File: src/rtl/vis_pkg.sv
package vis_pkg;
  localparam int LEN_W = 6;
  localparam int SUB_W = 3;
  localparam int CSR_W = 32;

  typedef struct packed {
    logic [SUB_W-1:0] grp;
    logic [LEN_W-1:0] dst_off;
    logic [LEN_W-1:0] src_off;
    logic [LEN_W-1:0] len_m1;
    logic [LEN_W-1:0] max_m1;
  } vstate_t;

  localparam int ST_W = $bits(vstate_t);

  function automatic logic [LEN_W-1:0] umin(input logic [LEN_W-1:0] a,
                                            input logic [LEN_W-1:0] b);
    return (a > b) ? b : a;
  endfunction

  function automatic vstate_t clamp_write(input logic [CSR_W-1:0] d,
                                          input logic [LEN_W-1:0] lim_m1);
    vstate_t s;
    s.max_m1  = umin(d[5:0], lim_m1);
    s.len_m1  = umin(d[11:6], s.max_m1);
    s.src_off = umin(d[17:12], s.len_m1);
    s.dst_off = umin(d[23:18], s.len_m1);
    s.grp     = d[26:24];
    return s;
  endfunction
endpackage

File: src/rtl/vis_tag_lookup.sv
module vis_tag_lookup #(
  parameter int REG_W = 5,
  parameter int NOPS  = 3
) (
  input  logic [(1<<REG_W)-1:0]        tag,
  input  logic [NOPS-1:0][REG_W-1:0]   regs,
  output logic [NOPS-1:0]              hit
);
  for (genvar i = 0; i < NOPS; i++) begin : g_op
    assign hit[i] = tag[regs[i]];
  end
endmodule

File: src/rtl/vis_state_reg.sv
module vis_state_reg
  import vis_pkg::*;
#(
  parameter int MAX_LEN = 64
) (
  input  logic             clk,
  input  logic             rst_n,
  input  logic             wr_en,
  input  logic [CSR_W-1:0] wr_data,
  input  logic             busy,
  input  logic             step,
  input  logic             done,
  output vstate_t          st,
  output logic [CSR_W-1:0] rdata
);
  localparam logic [LEN_W-1:0] LIM_M1 = LEN_W'(MAX_LEN - 1);

  always_ff @(posedge clk) begin
    if (!rst_n) begin
      st <= '0;
    end else if (wr_en && !busy) begin
      st <= clamp_write(wr_data, LIM_M1);
    end else if (done) begin
      st.src_off <= '0;
      st.dst_off <= '0;
    end else if (step) begin
      st.src_off <= st.src_off + 1'b1;
      st.dst_off <= st.dst_off + 1'b1;
    end
  end

  assign rdata = CSR_W'(st);


  max_le_lim_chk: assert property (@(posedge clk) disable iff (!rst_n)
    st.max_m1 <= LIM_M1);

  len_le_max_chk: assert property (@(posedge clk) disable iff (!rst_n)
    st.len_m1 <= st.max_m1);

  offs_le_len_chk: assert property (@(posedge clk) disable iff (!rst_n)
    (st.src_off <= st.len_m1) && (st.dst_off <= st.len_m1));

  busy_wr_drop_chk: assert property (@(posedge clk) disable iff (!rst_n)
    (wr_en && busy && !step && !done) |=> $stable(st));

  offs_clear_chk: assert property (@(posedge clk) disable iff (!rst_n)
    done |=> (st.src_off == '0) && (st.dst_off == '0));
endmodule

File: src/rtl/vis_issue_ctrl.sv
module vis_issue_ctrl
  import vis_pkg::*;
#(
  parameter int REG_W = 5,
  parameter int OP_W  = 32
) (
  input  logic                 clk,
  input  logic                 rst_n,
  input  logic                 in_valid,
  output logic                 in_ready,
  input  logic [OP_W-1:0]      in_op,
  input  logic [2:0][REG_W-1:0] in_regs,
  input  logic [2:0]           in_hit,
  input  logic [LEN_W-1:0]     len_m1,
  input  logic [LEN_W-1:0]     src_off,
  input  logic [LEN_W-1:0]     dst_off,
  output logic                 out_valid,
  input  logic                 out_ready,
  output logic [OP_W-1:0]      out_op,
  output logic [2:0][REG_W-1:0] out_regs,
  output logic                 out_last,
  output logic                 step,
  output logic                 done
);
  logic                  busy;
  logic [OP_W-1:0]       op_q;
  logic [2:0][REG_W-1:0] reg_q;
  logic [2:0]            hit_q;
  logic                  vec, accept, fire;

  assign vec      = |hit_q;
  assign in_ready = !busy;
  assign accept   = in_valid && !busy;
  assign fire     = busy && out_ready;
  assign out_last = !vec || (src_off == len_m1) || (dst_off == len_m1);
  assign step     = fire && vec && !out_last;
  assign done     = fire && vec && out_last;

  always_ff @(posedge clk) begin
    if (!rst_n) begin
      busy  <= 1'b0;
      op_q  <= '0;
      reg_q <= '0;
      hit_q <= '0;
    end else if (accept) begin
      busy  <= 1'b1;
      op_q  <= in_op;
      reg_q <= in_regs;
      hit_q <= in_hit;
    end else if (fire && out_last) begin
      busy <= 1'b0;
    end
  end

  assign out_valid = busy;
  assign out_op    = op_q;

  // operand 0 is the destination, 1 and 2 are sources
  for (genvar i = 0; i < 3; i++) begin : g_reg
    logic [REG_W-1:0] offs;
    if (i == 0) begin : g_dst
      assign offs = REG_W'(dst_off);
    end else begin : g_src
      assign offs = REG_W'(src_off);
    end
    assign out_regs[i] = hit_q[i] ? reg_q[i] + offs : reg_q[i];
  end


  ready_back_chk: assert property (@(posedge clk) disable iff (!rst_n)
    (fire && out_last) |=> (in_ready && !out_valid));

  accept_stall_chk: assert property (@(posedge clk) disable iff (!rst_n)
    accept |=> (!in_ready && out_valid));

  hold_chk: assert property (@(posedge clk) disable iff (!rst_n)
    (out_valid && !out_ready) |=> (out_valid && $stable(out_regs) &&
                                   $stable(out_op) && $stable(out_last)));

  scalar_pass_chk: assert property (@(posedge clk) disable iff (!rst_n)
    (accept && (in_hit == '0)) |=> (out_last && out_regs == $past(in_regs)));
endmodule

File: src/rtl/vec_issue_seq.sv
module vec_issue_seq
  import vis_pkg::*;
#(
  parameter int MAX_LEN = 64,
  parameter int REG_W   = 5,
  parameter int OP_W    = 32
) (
  input  logic                  clk,
  input  logic                  rst_n,
  input  logic                  csr_we,
  input  logic [31:0]           csr_wdata,
  output logic [31:0]           csr_rdata,
  input  logic [(1<<REG_W)-1:0] tag,
  input  logic                  in_valid,
  output logic                  in_ready,
  input  logic [OP_W-1:0]       in_op,
  input  logic [REG_W-1:0]      in_rd,
  input  logic [REG_W-1:0]      in_rs1,
  input  logic [REG_W-1:0]      in_rs2,
  output logic                  out_valid,
  input  logic                  out_ready,
  output logic [OP_W-1:0]       out_op,
  output logic [REG_W-1:0]      out_rd,
  output logic [REG_W-1:0]      out_rs1,
  output logic [REG_W-1:0]      out_rs2,
  output logic                  out_last
);
  localparam int NOPS = 3;

  vstate_t                    st;
  logic [NOPS-1:0][REG_W-1:0] in_regs, out_regs;
  logic [NOPS-1:0]            hit;
  logic                       step, done;

  assign in_regs = {in_rs2, in_rs1, in_rd};

  vis_tag_lookup #(.REG_W(REG_W), .NOPS(NOPS)) u_tag (
    .tag  (tag),
    .regs (in_regs),
    .hit  (hit)
  );

  vis_state_reg #(.MAX_LEN(MAX_LEN)) u_state (
    .clk     (clk),
    .rst_n   (rst_n),
    .wr_en   (csr_we),
    .wr_data (csr_wdata),
    .busy    (out_valid),
    .step    (step),
    .done    (done),
    .st      (st),
    .rdata   (csr_rdata)
  );

  vis_issue_ctrl #(.REG_W(REG_W), .OP_W(OP_W)) u_ctrl (
    .clk       (clk),
    .rst_n     (rst_n),
    .in_valid  (in_valid),
    .in_ready  (in_ready),
    .in_op     (in_op),
    .in_regs   (in_regs),
    .in_hit    (hit),
    .len_m1    (st.len_m1),
    .src_off   (st.src_off),
    .dst_off   (st.dst_off),
    .out_valid (out_valid),
    .out_ready (out_ready),
    .out_op    (out_op),
    .out_regs  (out_regs),
    .out_last  (out_last),
    .step      (step),
    .done      (done)
  );

  assign out_rd  = out_regs[0];
  assign out_rs1 = out_regs[1];
  assign out_rs2 = out_regs[2];
endmodule

File: config.mk
export PLATFORM = sky130hd
export DESIGN_NAME = vec_issue_seq
export DESIGN_NICKNAME = d
export VERILOG_FILES = /design/src/rtl/vis_pkg.sv /design/src/rtl/vis_tag_lookup.sv /design/src/rtl/vis_state_reg.sv /design/src/rtl/vis_issue_ctrl.sv /design/src/rtl/vec_issue_seq.sv
export SDC_FILE = /design/constraint.sdc
export NUM_CORES = 1
export LEC_CHECK = 0
export BUFFER_PORTS_ARGS = -buffer_cell sky130_fd_sc_hd__clkbuf_2
export CORE_MARGIN = 2
export CORE_UTILIZATION = 30
export DETAILED_ROUTE_END_ITERATION = 6
export PLACE_DENSITY = 0.65
export SKIP_CTS_REPAIR_TIMING = 1
export SLEW_MARGIN = 5
export SYNTH_ARGS = -nofsm -noshare
export SYNTH_HDL_FRONTEND = slang
export SYNTH_SLANG_ARGS = --single-unit
File: constraint.sdc
create_clock -name clk -period 2.95 [get_ports clk]
set_clock_uncertainty 0.2 [all_clocks]
set_input_delay 0.1475 -clock clk [delete_from_list [all_inputs] [get_ports clk]]
set_output_delay 0.1475 -clock clk [all_outputs]
set_load 0.1 [all_outputs]
Yosys cells after proc, flatten, opt, wreduce, memory -nomap -nowiden

Cells that the tools add are included.

Add/sub/neg operators: 5
Order comparisons: 7
Equality and inequality tests: 2
Mux-type cells: 18
Reductions and logical operators: 15

Operator list:

| cell                                                  | number |
|---|---|
| 2-to-1 mux 12 bit                                     | 3 |
| 2-to-1 mux 6 bit                                      | 4 |
| greater-than comparator 6 bit                         | 3 |
| < comparator 5 x 6 -> 1 bit (second input constant)   | 3 |
| adder 5 bit                                           | 3 |
| binary-select mux 1 bit (select 5 bit)                | 3 |
| 2-to-1 mux 5 bit                                      | 3 |
| adder 6 x 1 -> 6 bit (second input constant)          | 2 |
| equality test 6 bit                                   | 2 |
| logical AND 1 bit                                     | 7 |
| greater-than comparator 6 bit (second input constant) | 1 |
| 2-to-1 mux 1 bit                                      | 5 |
| zero test 1 bit                                       | 3 |
| nonzero test 3 bit                                    | 1 |
| OR reduction 3 bit                                    | 1 |
| logical OR 1 bit                                      | 2 |
| nonzero test 2 bit                                    | 1 |

Flip-flop bits (word level): 78
Bits of input ports: 116
Output and inout bits: 82
Logic and storage cells: 58

Logic depth before layout (Yosys ltp)

Gate-level depths: netlist of run 1.

Word-level depth: 9
Mapped depth: 14

Hierarchy

From an unflattened synthesis of run 1, not the netlist that was laid out.

Cells, all modules: 677
Area, all modules: 5,571.6 sq um

By module, submodules not included:

| module         | times used | cells each | area each (sq um) | sequential area each (sq um) |
|---|---|---|---|---|
| vis_issue_ctrl | 1          | 315        | 2,635.0           | 1,021.0 |
| vis_state_reg  | 1          | 242        | 1,979.4           | 540.5 |
| vis_tag_lookup | 1          | 120        | 957.2             | 0.0 |

Least setup slack after synthesis of run 1

Ideal clock, no wire load.

Kind: reg-to-output
From: register u_state.rdata[13] (netlist name)
To: output out_rs2[4]
Data arrival time: 3.800 ns
Slack: -1.198 ns
Stages on the path, launching flop included: 9
Buffers on the path: 0
Cell sequence: dfxtp_1 -> inv_1 -> fa_1 -> inv_1 -> a21o_1 -> a21oi_1 -> xnor2_1 -> nand2_1 -> xnor2_1

Longest elaborated chain between the ends: 2

RTL lines:

| item             | line                 | source |
|---|---|---|
| adder 5 bit      | vis_issue_ctrl.sv:66 | `assign out_regs[i] = hit_q[i] ? reg_q[i] + offs : reg_q[i];` |
| 2-to-1 mux 5 bit | vis_issue_ctrl.sv:66 |  |
| end: declaration | vec_issue_seq.sv:25  | `output logic [REG_W-1:0] out_rs2,` |

Every way passes these cells.

Final worst setup path of run 1

From: input csr_wdata[5]
To: register u_state.rdata[21] (netlist name)

Longest elaborated chain between the ends: 7

RTL lines:

| item                          | line                | source |
|---|---|---|
| start: declaration            | vec_issue_seq.sv:11 | `input logic [31:0] csr_wdata,` |
| greater-than comparator 6 bit | vis_pkg.sv:18       | `return (a > b) ? b : a;` |
| 2-to-1 mux 6 bit (*)          | vis_pkg.sv:18       |  |
| greater-than comparator 6 bit | vis_pkg.sv:18       |  |
| 2-to-1 mux 6 bit (*)          | vis_pkg.sv:18       |  |
| greater-than comparator 6 bit | vis_pkg.sv:18       |  |
| 2-to-1 mux 6 bit (*)          | vis_pkg.sv:18       |  |
| 2-to-1 mux 12 bit (*)         | vis_state_reg.sv:21 | `end else if (wr_en && !busy) begin` |

Every way passes the cells marked *; elsewhere a longest branch is shown, timed or not.
A chain may end at the register's enable or synchronous reset.

==> qor.yml, run 1 <==
outcome: "finished, violations left"
failed_checks: "negative hold slack"
cts_tree: "done"
hp-class: "in2reg"
grt_pass1_vias: 4892
multi_input_area_um2: 3520
vias: 5594
dp_hpwl_um: 13600
grt_pass1_wl_um: 26800
cap_violations: 0
max_slew_margin: 0.420
yosys.cell_count.top_type: "nand2_1"
setup_tns_ps: 0
rr_startpoint: "u_state.rdata[15]"
min_path_cells: 3
fin_ws_ps: 40.0
worst_pin_slew_ps: 868
ys.warnings.count: 0
ant_nets: 0
antennaDiodeCount: 0
use_met1: 0.263
cp-start-kind: "input port"
ys_top_cells_by_count: "nand2_1, a21oi_1, dfxtp_1"
rr_worst_depth: 7
drive_gt1_frac: 0.372
cts_htree_levels: 3
reg2reg_setup_slack_ps: 630
die_w_um: 135
syn_to_final_growth_pct: 48.8
drc_errors: 0
syn_avg_cell_area_um2: 8.39
path_class: "in2reg"
fmax_mhz: 344
start_util: 0.308
slowest_delay_ps: 310
dp_slack_ps: -329
cp_slowest_cell: "o32ai_2"
synth_top_cell_by_area: "dfxtp_1"
gp_routability_congestion: 0.951
min_period_over_period: 0.986
grtUsageMet2: 0.298
cp.arrival_ps: 2980
synthTopCellsByArea: "dfxtp_1, nand2_1, mux4_2"
clock_latency_ps: 340
synth_top_area_share: 0.305
syn_area_um2: 5120
num_rows: 47
worstHoldStart: "in_rs2[3]"
seq_area_um2: 1570
slew_viol_final: 0
drt-wirelength-per-cell_um: 17.1
num_io_pins: 198
firstDrtPassIters: 5
setup_viol: 0
die_h_um: 135
r2r-end: "u_ctrl.out_valid"
viasPerCell: 5.10
drt_iter0_markers: 395
synth_edf_count: 0
path_clk_slew_ps: 60
endpoint_kind: "flip-flop"
yosys_register_bits: 78
grt.busiest_layer: "met2"
cts_num_sinks: 78
cts_buffers: 9
finalWirelength_um: 18700
min_period_ps: 2910
grt_use_met3: 0.0342
grt_max_degree: 64
grt_antenna_before_repair: 0
core_um2: 16600
cp_cell_sequence: "clkbuf_2 > inv_1 > ha_4 > nand4_1 > o21bai_4 > a21oi_4 > or2_4 > buf_6 > mux2i_4 > ha_1 > nand4_1 > nor2_2 > o32ai_2 > buf_4 > a32oi_1 > o21ai_1"
grt_overflow: 0
hold_path_end: "u_ctrl.reg_q[13]"
synth_seq_area_share: 0.305
portBuffers: 187
synth_cell_types: 50
synth_ff_type: "dfxtp_1"
leakagePower_nw: 3.38
clockRootBuffer: "clkbuf_16"
powerDensity_nw_per_um2: 558
clockBufferDepth: 2
crit_required_ps: 3020
ir_drop_mv: 0.270
critPathMostFrequentCell: "nand4_1"
path_max_fanout: 5
n_fill_cell: 1590
async_flop_share: 0
fp.dieArea_um2: 18100
grt_use_total: 0.189
syn_inst: 611
hold_slack_ps: -16.8
num-nets-final: 1024
hold_violations: 4
area by class of cell:
class	count	share of cell area
timing repair buffer	287	0.246
tap	220	0.0361
clock inverter	2	0.00197
multi-input combinational	474	0.462
sequential	78	0.206
clock buffer	13	0.0368
inverter	23	0.0113
cell families after synthesis:
group	count (synthesis)	synth area share
other cells	1	0.000732
buf+inv	63	0.0569
flops	78	0.305
fa+ha+maj	35	0.0898
xor+xnor	24	0.0410
mux	43	0.143
simple gates	199	0.166
compound gates	168	0.198
metal layers:
metal  vias to the layer above  wire, um
li1                       2698         -
met1                      2633      8150
met2                       218      8980
met3                        45      1000
met4                         0       588
met5                         -         0
power breakdown:
group / leakage, nW / switching, mW / internal, mW / total [mW]
clock network: 0.140 / 0.449 / 0.658 / 1.11
registers: 0.644 / 0.120 / 1.14 / 1.26
logic: 2.60 / 1.30 / 0.587 / 1.89
total: 3.38 / 1.87 / 2.39 / 4.26
stage by stage:
| stage | utilization | hold slack, ps | area (um2) | total power [mW] | cells |
|---|---|---|---|---|---|
| final | 0.458 | -16.8 | 7620 | 4.26 | 1097 |
| after global routing | 0.458 | 5.66 | 7620 | 4.45 | 1097 |
| after CTS | 0.414 | -195 | 6880 | 4.15 | 1038 |
| after detailed placement | 0.396 | 176 | 6590 | 3.04 | 1023 |
| after global placement | 0.396 | 171 | 6590 | 3.03 | 1023 |
| after floorplan | - | 47.4 | 5230 | 2.58 | 615 |
worst max-delay path by stage:
stage,start,end,slack (ps),cells after the start
5_1_grt,csr_wdata[5],u_state.rdata[20],-50,16
2_1_floorplan,csr_wdata[5],u_state.rdata[12],20,14
3_3_place_gp,csr_wdata[3],u_state.rdata[16],-340,14
6_report,csr_wdata[5],u_state.rdata[21],40,16
3_5_place_dp,csr_wdata[5],u_state.rdata[16],-330,14
4_1_cts,csr_wdata[5],u_state.rdata[16],30,14
registers in the layout, summed over array words and instances (netlist names):
register / flops
u_ctrl.out_valid: 1
u_ctrl.reg_q: 15
u_state.rdata: 27
u_ctrl.hit_q: 3
u_ctrl.out_op: 32
critical path: cells and delay by family:
kind / cells / cell delay, ps
compound gates: 5 / 960
simple gates: 4 / 580
fa+ha+maj: 2 / 540
buf+inv: 4 / 470
mux: 1 / 270
cell usage in the layout, fill, tap and decap left out, drive strengths merged, types with 3 or more instances in the layout:
master	count
clkbuf	197
nand2	136
a21oi	94
dfxtp	78
dlygate4sd3	56
buf	47
ha	32
xnor2	24
inv	23
mux4	22
nor2	22
o21ai	19
mux2	11
a211oi	11
mux2i	10
nand4	7
o22ai	7
nand3	7
nor2b	7
a21o	6
nor3	6
conb	5
nor3b	5
a41oi	4
a32oi	4
a31oi	4
a21boi	4
fa	3
Note: power is estimated with default switching activity, not from simulation.
==> run 2: changes to the inputs <==
ABC_AREA = 1   (was default)
CELL_PAD_IN_SITES_DETAIL_PLACEMENT = 1   (was default)
CELL_PAD_IN_SITES_GLOBAL_PLACEMENT = 2   (was default)
CORE_UTILIZATION = 28   (was 30)
PLACE_DENSITY = 0.95   (was 0.65)
clock period = 3.73 ns   (was 2.95 ns; I/O delays follow)
==> run 2 against run 1 <==
The run still ends with negative hold slack left. Area after synthesis up 10%. Combinational power is 21% lower. Design area decreased by 1.6%. Synthesized cell count increased by 49%. Die area is 18% higher. Critical path depth is 4 lower. Clock power fell by 17%.
==> qor.yml, run 2 <==
outcome: "finished, violations left"  # unchanged
failed_checks: "negative hold slack"  # unchanged
grt_antenna_before_repair: 0  # unchanged
syn_avg_cell_area_um2: 6.21  # was 8.39 um2
hold_slack_ps: -14.9  # was -16.8 ps
setup_viol: 0  # unchanged
clockRootBuffer: "clkbuf_16"  # unchanged
synth_top_family_by_area: "simple AND/OR/NAND/NOR gates"  # was compound AO/OA/AOI/OAI gates
yosys.cell_count.top_type: "nand2_1"  # unchanged
synth_compound_area_frac: 0.171  # was 0.198
grt_use_total: 0.184  # was 0.189
crit_required_ps: 3340  # was 3020 ps
hp-class: "in2reg"  # unchanged
fmax_mhz: 311
setup_tns_ps: 0  # unchanged
clockBufferDepth: 2  # unchanged
num_io_pins: 198  # unchanged
ys_top_cells_by_count: "nand2_1, inv_1, nor2_1"  # was nand2_1, a21oi_1, dfxtp_1
ys.warnings.count: 0  # unchanged
synth_adder_area_share: 0.0813  # was 0.0898
final_common_cell: "nand2_1"  # was clkbuf_2
firstDrtPassIters: 4  # was 5
synth_xor_area_frac: 0.0201  # was 0.0410
fin_util: 0.374  # was 0.458
syn_to_final_growth_pct: 32.5  # was 48.8%
leakagePower_nw: 4.07  # was 3.38 nW
num-nets-final: 1268  # was 1024
slew_viol_final: 0  # unchanged
die_w_um: 146  # was 135 um
synthTopCellsByArea: "dfxtp_1, nand2_1, inv_1"  # was dfxtp_1, nand2_1, mux4_2
drt-wirelength-per-cell_um: 15.0  # was 17.1 um
drive_gt1_frac: 0.204  # was 0.372
gp_routability_congestion: 0.842  # was 0.951
cts_tree: "done"  # unchanged
synth_cell_types: 32  # was 50
viasPerCell: 4.76  # was 5.10
hold_violations: 4  # unchanged
cp_cell_sequence: "ha_1 > inv_1 > fa_1 > inv_1 > nand2_1 > nand2_1 > a21oi_1 > nand2_1 > nand2_1 > nor2_1 > xor2_2 > clkbuf_2"  # was clkbuf_2 > inv_1 > ha_4 > nand4_1 > o21bai_4 > a21oi_4 > or2_4 > buf_6 > mux2i_4 > ha_1 > nand4_1 > nor2_2 > o32ai_2 > buf_4 > a32oi_1 > o21ai_1
final_cell_mix: "nand2_1, clkbuf_2, inv_1"  # was clkbuf_2, nand2_1, a21oi_1
async_flop_share: 0  # unchanged
reg2reg_setup_slack_ps: 1620  # was 630 ps
yosys_register_bits: 78  # unchanged
grt_pass1_wl_um: 31800  # was 26800 um
cts_buffers: 9  # unchanged
worstHoldStart: "in_rs2[3]"  # unchanged
endpoint_kind: "output pin"  # was flip-flop
drc_errors: 0  # unchanged
yosys.area_share.simple: 0.317  # was 0.166
slowest_delay_ps: 530  # was 310 ps
cts_num_sinks: 78  # unchanged
cp-start-kind: "flip-flop"  # was input port
num_rows: 52  # was 47
vias: 6632  # was 5594
cp-startpoint: "u_state.rdata[12]"  # was csr_wdata[5]
cap_violations: 0  # unchanged
drt_iter0_markers: 205  # was 395
path_clk_slew_ps: 60  # about the same
grt_max_degree: 54  # was 64
synth_ff_type: "dfxtp_1"  # unchanged
cp.arrival_ps: 2830  # was 2980 ps
largest_reg_flops: 32  # unchanged
fp.dieArea_um2: 21400  # was 18100 um2
die_h_um: 146  # was 135 um
rr_startpoint: "u_ctrl.out_valid"  # was u_state.rdata[15]
critPathMostFrequentCell: "nand2_1"  # was nand4_1
clock_latency_ps: 340  # about the same
start_util: 0.282  # was 0.308
min_period_over_period: 0.862
syn_area_um2: 5660  # was 5120 um2
ir_drop_mv: 0.205  # was 0.270 mV
synth_seq_area_share: 0.276  # was 0.305
grt_overflow: 0  # unchanged
rsz0062_at_grt: "false"
dp_hpwl_um: 15600  # was 13600 um
path_max_fanout: 8  # was 5
finalWirelength_um: 20900  # was 18700 um
ant_nets: 0  # unchanged
synth_edf_count: 0  # unchanged
synth_top_cell_by_area: "dfxtp_1"  # unchanged
worst_pin_slew_ps: 939  # was 868 ps
syn_inst: 911  # was 611
core_um2: 20000  # was 16600 um2
grt_pass1_vias: 6276  # was 4892
cts_htree_levels: 3  # unchanged
min_period_ps: 3210
path_class: "reg2out"  # was in2reg
cp_slowest_cell: "dfxtp_1"  # was o32ai_2
n_fill_cell: 2727  # was 1590
synth_mux_area_frac: 0  # was 0.143
max_slew_margin: 0.373  # was 0.420
path_delay_family: "buffers and inverters"  # was compound AO/OA/AOI/OAI gates
portBuffers: 187  # unchanged
antennaDiodeCount: 0  # unchanged
powerDensity_nw_per_um2: 454  # was 558 nW/um2
synth_top_area_share: 0.276  # was 0.305
cp.buffers_inverters: 3  # was 4
## run 2: changes by cell type in the layout (fill, tap and decap cells not counted), sizes merged, moves of 23 or more
cell,delta
inv,+119
buf,-45
o21ai,+73
a21oi,-37
o211ai,+27
nor2,+89
nand2,+70
nand3,+94
xnor2,-23
## run 2: layout make-up
class                      instances  area [um2]  area share
inverter                         141         532      0.0709
sequential                        78        1560       0.208
clock inverter                     5        56.3     0.00751
multi-input combinational        655        3380       0.451
timing repair buffer             232        1380       0.184
tap                              270         338      0.0450
clock buffer                      11         253      0.0337
## run 2: power by group
group / internal, mW / switching, mW
registers: 0.912 / 0.0842
logic: 0.338 / 1.15
clock network: 0.555 / 0.368
total: 1.81 / 1.60
## run 2: path summary, 6_finish.rpt
check                       to  cells after the start
max reg2reg  u_state.rdata[20]                      9
min reg2reg  u_ctrl.out_op[25]                      2
min           u_ctrl.reg_q[13]                      3
max                 out_rs1[4]                     12
## run 2: worst min-delay path: cells and delay by family
family	cells	cell delay [ps]
buffers and inverters	2	220
AOI/OAI and AO/OA	1	70
## run 2: routing by layer
metal | global-route usage | share of wire | vias to the layer above
met2 | 0.327 | 0.50 | 160
met4 | 0.0587 | 0.027 | 0
met5 | 0 | 0 | -
li1 | - | - | 3321
met3 | 0.0366 | 0.041 | 41
met1 | 0.225 | 0.43 | 3110
## run 2: kinds of logic (layout without fill, tap and decap cells)
kind of cell | count (synthesis) | in the layout
compound gates | 179 | 179
xor+xnor | 13 | 13
fa+ha+maj | 35 | 35
buf+inv | 182 | 389
flops | 78 | 78
other cells | 1 | 5
simple gates | 423 | 423
## run 2: through the flow
step | setup slack, ps | std cells | cell area [um2] | total power, mW
finish | 516 | 1392 | 7500 | 3.41
global route | 151 | 1392 | 7500 | 3.60
CTS | 478 | 1349 | 7070 | 3.40
detailed placement | 487 | 1333 | 6760 | 2.46
global placement | 550 | 1333 | 6760 | 2.43
floorplan | 155 | 915 | 5700 | 2.14
